$ cat config.mk
export PLATFORM = sky130hd
export DESIGN_NAME = prog_status_rdpath
export DESIGN_NICKNAME = d
export VERILOG_FILES = /design/src/rtl/bsr_pkg.sv /design/src/rtl/bsr_rise.sv /design/src/rtl/bsr_toggle.sv /design/src/rtl/bsr_merge.sv /design/src/rtl/prog_status_rdpath.sv
export SDC_FILE = /design/constraint.sdc
export NUM_CORES = 1
export LEC_CHECK = 0
export BUFFER_PORTS_ARGS = -buffer_cell sky130_fd_sc_hd__buf_2
export CAP_MARGIN = 20
export CELL_PAD_IN_SITES_DETAIL_PLACEMENT = 2
export CELL_PAD_IN_SITES_GLOBAL_PLACEMENT = 2
export CORE_UTILIZATION = 21
export DETAILED_ROUTE_END_ITERATION = 6
export GPL_TIMING_DRIVEN = 0
export HOLD_SLACK_MARGIN = 0.03
export PLACE_DENSITY_LB_ADDON = 0.1
export SLEW_MARGIN = 30
export SYNTH_ARGS = -nofsm -noshare
export SYNTH_HDL_FRONTEND = slang
export SYNTH_SLANG_ARGS = --single-unit
$ cat constraint.sdc
create_clock -name clk -period 1.1 [get_ports clk]
set_clock_uncertainty 0.05 [all_clocks]
set_input_delay 0.11 -clock clk [delete_from_list [all_inputs] [get_ports clk]]
set_output_delay 0.11 -clock clk [all_outputs]
set_load 0.01 [all_outputs]
$ cat src/rtl/bsr_pkg.sv
package bsr_pkg;
    // state of the strobe edge detector
    typedef struct packed {
        logic lvl;
    } rise_st_t;

    // state of the toggle tracker
    typedef struct packed {
        logic tog;
    } tog_st_t;
endpackage

$ cat src/rtl/bsr_rise.sv
module bsr_rise
    import bsr_pkg::*;
(
    input  logic clk,
    input  logic rst_n,
    input  logic strobe,
    output logic rise
);
    rise_st_t st_d, st_q;

    always_comb begin
        st_d     = st_q;
        st_d.lvl = strobe;
        rise     = strobe && !st_q.lvl;
    end

    always_ff @(posedge clk) begin
        if (!rst_n) st_q <= '0;
        else        st_q <= st_d;
    end
endmodule

$ cat src/rtl/bsr_toggle.sv
module bsr_toggle
    import bsr_pkg::*;
(
    input  logic clk,
    input  logic rst_n,
    input  logic busy,
    input  logic rise,
    output logic tog_next,
    output logic tog_cur
);
    tog_st_t st_d, st_q;

    always_comb begin
        st_d = st_q;
        if (busy && rise) st_d.tog = !st_q.tog;
        tog_next = st_d.tog;
        tog_cur  = st_q.tog;
    end

    always_ff @(posedge clk) begin
        if (!rst_n) st_q <= '0;
        else        st_q <= st_d;
    end


    toggle_flip_chk: assert property (@(posedge clk) disable iff (!rst_n)
        (busy && rise) |=> (tog_cur != $past(tog_cur)));


    toggle_still_chk: assert property (@(posedge clk) disable iff (!rst_n)
        (!rise) |=> $stable(tog_cur));
endmodule

$ cat src/rtl/bsr_merge.sv
module bsr_merge #(
    parameter int DATA_W = 8
) (
    input  logic              busy,
    input  logic              tog_bit,
    input  logic [DATA_W-1:0] ld_data,
    input  logic [DATA_W-1:0] arr_data,
    output logic [DATA_W-1:0] word
);
    localparam int POLL_IDX = DATA_W - 1;
    localparam int TOG_IDX  = DATA_W - 2;

    logic [DATA_W-1:0] status;

    for (genvar i = 0; i < DATA_W; i++) begin : g_bit
        if (i == POLL_IDX) begin : g_poll
            assign status[i] = !ld_data[i];
        end else if (i == TOG_IDX) begin : g_tog
            assign status[i] = tog_bit;
        end else begin : g_pass
            assign status[i] = ld_data[i];
        end
    end

    assign word = busy ? status : arr_data;
endmodule

$ cat src/rtl/prog_status_rdpath.sv
module prog_status_rdpath #(
    parameter int DATA_W = 8
) (
    input  logic              clk,
    input  logic              rst_n,
    input  logic              busy,
    input  logic              rd_strobe,
    input  logic [DATA_W-1:0] ld_data,
    input  logic [DATA_W-1:0] arr_data,
    output logic [DATA_W-1:0] rd_data
);
    localparam int POLL_IDX = DATA_W - 1;
    localparam int LOW_W    = DATA_W - 2;

    typedef struct packed {
        logic [DATA_W-1:0] data;
    } out_st_t;

    out_st_t           st_d, st_q;
    logic              rise;
    logic              tog_next;
    logic              tog_cur;
    logic [DATA_W-1:0] word;

    bsr_rise u_rise (
        .clk    (clk),
        .rst_n  (rst_n),
        .strobe (rd_strobe),
        .rise   (rise)
    );

    bsr_toggle u_tog (
        .clk      (clk),
        .rst_n    (rst_n),
        .busy     (busy),
        .rise     (rise),
        .tog_next (tog_next),
        .tog_cur  (tog_cur)
    );

    bsr_merge #(.DATA_W(DATA_W)) u_merge (
        .busy     (busy),
        .tog_bit  (tog_next),
        .ld_data  (ld_data),
        .arr_data (arr_data),
        .word     (word)
    );

    always_comb begin
        st_d = st_q;
        if (rd_strobe) st_d.data = word;
    end

    always_ff @(posedge clk) begin
        if (!rst_n) st_q <= '0;
        else        st_q <= st_d;
    end

    assign rd_data = st_q.data;


    idle_pass_chk: assert property (@(posedge clk) disable iff (!rst_n)
        (rd_strobe && !busy) |=> (rd_data == $past(arr_data)));


    poll_bit_chk: assert property (@(posedge clk) disable iff (!rst_n)
        (rd_strobe && busy) |=> (rd_data[POLL_IDX] == !$past(ld_data[POLL_IDX])));


    low_bits_chk: assert property (@(posedge clk) disable iff (!rst_n)
        (rd_strobe && busy) |=> (rd_data[LOW_W-1:0] == $past(ld_data[LOW_W-1:0])));


    hold_chk: assert property (@(posedge clk) disable iff (!rst_n)
        (!rd_strobe) |=> $stable(rd_data));


    late_busy_chk: assert property (@(posedge clk) disable iff (!rst_n)
        (rd_strobe && busy && !rise) |=> (rd_data[DATA_W-2] == $past(tog_cur)));
endmodule

Word level (Yosys, flattened, before mapping)
Cells that the tools add are included.
{ "word_totals": {"regBits": 10, "inputBits": 20} }
{ "classes": {"muxes": 2, "reduce_logical": 5} }
{ "op_table": {"columns": ["operator", "count"], "rows": [
  ["two-way mux 8 bit", 1],
  ["logical NOT 1 bit", 3],
  ["logical AND 1 bit", 2],
  ["two-way mux 1 bit", 1]
]} }

Longest topological paths before layout
{ "logic_depth": {"ltp_word": 5, "depth_mapped": 4, "depth_no_buf": 3} }

Hierarchy
From an unflattened synthesis, not the netlist that was laid out.
{ "hier_totals": {"cells_unflattened": 44, "area_unflattened_um2": 524.3} }
{ "by_module_without_submodules": {"columns": ["module", "instances", "cells_per_inst", "area_per_inst_um2"], "rows": [
  ["prog_status_rdpath", 1, 25, 301.5],
  ["bsr_merge", 1, 10, 130.1],
  ["bsr_toggle", 1, 6, 52.6],
  ["bsr_rise", 1, 3, 40.0]
]} }

Worst setup path before layout
OpenSTA, ideal clock, no wires.
{ "synth_timing": {"kind": "register to register", "from": "reg u_rise.st_q", "to": "reg u_tog.st_q (netlist: u_tog.tog_cur)", "arrival_time_ns": 0.686, "slack_ns": 0.249, "path_stages_with_launch": 4, "period_less_slack_ns": 0.851, "cell_sequence": "dfxtp_1 nand3b_4 xnor2_1 and2_1"} }
{ "synth_via": {"elab_chain_cells": 4} }
{ "synth_rtl": {"columns": ["item", "line_no", "source"], "rows": [
  ["start: declaration", "bsr_rise.sv:9", "rise_st_t st_d, st_q;"],
  ["start signal: assignment", "bsr_rise.sv:19", "else st_q <= st_d;"],
  ["logical NOT 1 bit", "bsr_rise.sv:14", "rise = strobe && !st_q.lvl;"],
  ["logical AND 1 bit", "bsr_rise.sv:14", null],
  ["logical AND 1 bit", "bsr_toggle.sv:15", "if (busy && rise) st_d.tog = !st_q.tog;"],
  ["two-way mux 1 bit", "bsr_toggle.sv:15", null],
  ["end signal: assignment", "bsr_toggle.sv:22", "else st_q <= st_d;"],
  ["end: declaration", "bsr_toggle.sv:11", "tog_st_t st_d, st_q;"]
]} }
No other way between the ends.
A chain may end at the register's enable or synchronous reset.

Worst setup path after layout
Same ends and word-level chain as after synthesis.

==> summary.txt <==
Setup path
  – Buf+Inv Stages, Crit Path: 0
  – Critical path, cell by cell: nand3b_4, xnor2_1, and2_1
  – Worst path top cell family by delay: flip-flops
  – Critical path launch point type: register
  – Worst-path maximum fanout: 2
  – CP peak stage delay: 0.32 ns
  – Worst endpoint data arrival time: 1.00 ns
  – Worst EP required: 1.20 ns
  – Slowest CP cell: dfxtp_1
  – Worst setup EP type: register
  – CP Class: register to register

Floorplanning
  – Die height: 47.7 um
  – Initial Util: 22.4%
  – Die area: 0.00228 sq mm
  – Row cnt: 16
  – I/O pins: 28
  – Die Width: 47.7 um
  – Core Box Area: 0.00196 sq mm

Cells and area
  – Layout area overhead: 40.2%
  – Final instance area: 616 sq um
  – Share of layout cells above drive strength 1: 44.3%
  – Fin cells: 97
  – Layout Nets: 92
  – Antenna diodes: 0

Placement
  – Post-Place Setup Slack: 0.192 ns
  – GP Congestion: 0.619
  – # placed instances: 94
  – Port-buffer cells: 24
  – Hpwl dp: 904 um
  – DP Area: 593 sq um

Synthesis
  – Yosys reg bits: 10
  – Synth Warn #: 0
  – Synth Cell Area: 439 sq um
  – Register area share after synthesis: 45.6%
  – Post-synthesis area per instance: 10.2 sq um
  – Net count after synthesis: 63
  – Yosys cell types: 11
  – Cell count after synthesis: 43

Timing
  – Pins Over Slew Limit: 0
  – FMAX: 1110 MHz
  – Tcrit/Tclk final: 82.2%
  – Final Setup Violations: 0
  – Slew margin rel.: 91.1%
  – Final setup TNS: 0 ns
  – Post-route minimum period: 0.904 ns
  – RSZ-0062 raised after global routing: false
  – Worst-Margin Slew: 0.130 ns
  – Post-route setup slack: 0.196 ns
  – Final hold vios: 0

Power and ir drop
  – PD cells: 1290 mW/mm^2
  – Pleak: 0.307 nW
  – Worst VDD drop: 0.000493 V
  – Design Power: 0.794 mW

Routing
  – DR iter-0 viols: 3
  – Vias after detailed routing: 426
  – Vias per inst: 4.39
  – Drt wl/cell: 12.1 um
  – Residual DRC: 0
  – Post-route antenna net violation count: 0
  – Drt first pass iters: 3
  – Final wirelength: 1170 um

GRT
  – Largest net degree at the start of global routing: 11
  – Vias in the first global route: 416
  – All-layer global routing usage: 11.4%
  – Aggregate global routing overflow: 0
  – First-pass GRT wire length: 1740 um
  – Initial antenna violation count: 0

Clock tree
  – Root buf cell: clkbuf_4
  – Resized cells post-CTS: 0
  – CTS Sinks: 10
  – Clk Latency, worst-skew pair: 0.25 ns
  – CTS Buffer Depth: 2
  – CTS buffer count: 3
  – Post-CTS Hold Fix Bufs: 0
  – Htree depth: 1
  – CTS tree: done
  – Worst-path clk slew: 0.06 ns
  – Postcts setup bufs: 0

Run status
  – Status: completed

Worst hold path
  – Worst min path class: input pin to register

Job
  – Max-Cap Viols: 0
## power by group
group	internal [mW]	leakage, nW	total [mW]	switching, mW
Clock	0.126	0.0138	0.242	0.116
Combinational	0.0788	0.210	0.149	0.0707
Sequential	0.389	0.0831	0.402	0.0129
Total	0.594	0.307	0.794	0.200
## stage by stage
step | hold slack [ns] | utilization, %
2_1_floorplan | 0.182 | -
3_3_place_gp | 0.353 | 30.2
3_5_place_dp | 0.352 | 30.2
4_1_cts | 0.0727 | 31.4
5_1_grt | 0.104 | 31.4
6_report | 0.0821 | 31.4
## placed cells by master (no fill, tap or decap)
| master | instances |
|---|---|
| buf_2 | 24 |
| dfxtp_1 | 10 |
| a21oi_1 | 8 |
| o21ai_0 | 7 |
| mux2i_1 | 7 |
| clkbuf_4 | 3 |
| buf_6 | 2 |
| o21ai_1 | 2 |
| and2_1 | 2 |
| xnor2_1 | 2 |
| buf_4 | 1 |
| nand2_1 | 1 |
| nand3b_4 | 1 |
## layout make-up
cell class	instances	area, sq um
repair buffers	24	120
multi-input cells	30	209
plain buffers	3	30.0
fillers	245	1350
clock buffers	3	22.5
well taps	27	33.8
flip-flops and latches	10	200
## registers in the layout, indices dropped and copies added (netlist names)
| register | count |
|---|---|
| rd_data | 8 |
| u_rise.st_q | 1 |
| u_tog.tog_cur | 1 |
## worst reg2reg max path, stage by stage, from the launching register on
cell and delay [ns]:
dfxtp_1 0.32, nand3b_4 0.15, xnor2_1 0.12, and2_1 0.16
## cells by family after synthesis
| group | synth area share, % |
|---|---|
| muxes | 16.0 |
| xor gates and xnor gates | 3.99 |
| AOI/OAI and AO/OA | 19.4 |
| buffers and inverters | 6.84 |
| DFF | 45.6 |
| and+or+nand+nor | 8.26 |
## metal layers
layer / wire (um) / GRT usage, % / up-vias
li1: - / - / 210
met1: 504 / 13.6 / 198
met2: 575 / 17.8 / 16
met3: 86 / 3.40 / 2
met4: 4 / 6.67 / 0
met5: 0 / 0 / -
## synthesized netlist by cell type
cell type	count	share of area, %
mux2i_1	7	16
buf_6	2	5.1
dfxtp_1	10	46
o21ai_1	2	2.3
a21oi_1	8	9.1
nand2_1	1	0.85
buf_4	1	1.7
and2_1	2	2.8
o21ai_0	7	8.0
xnor2_1	2	4.0
nand3b_4	1	4.6
## worst paths after layout
path	startpoint	end	slack (ns)	depth (start not counted)
setup reg to reg	u_rise.st_q	u_tog.tog_cur	0.20	3
hold reg to reg	rd_data[0]	rd_data[0]	0.47	2
hold / removal	arr_data[7]	rd_data[7]	0.08	3
setup / recovery	u_rise.st_q	u_tog.tog_cur	0.20	3
No activity file was read; power rests on OpenSTA's default activity.
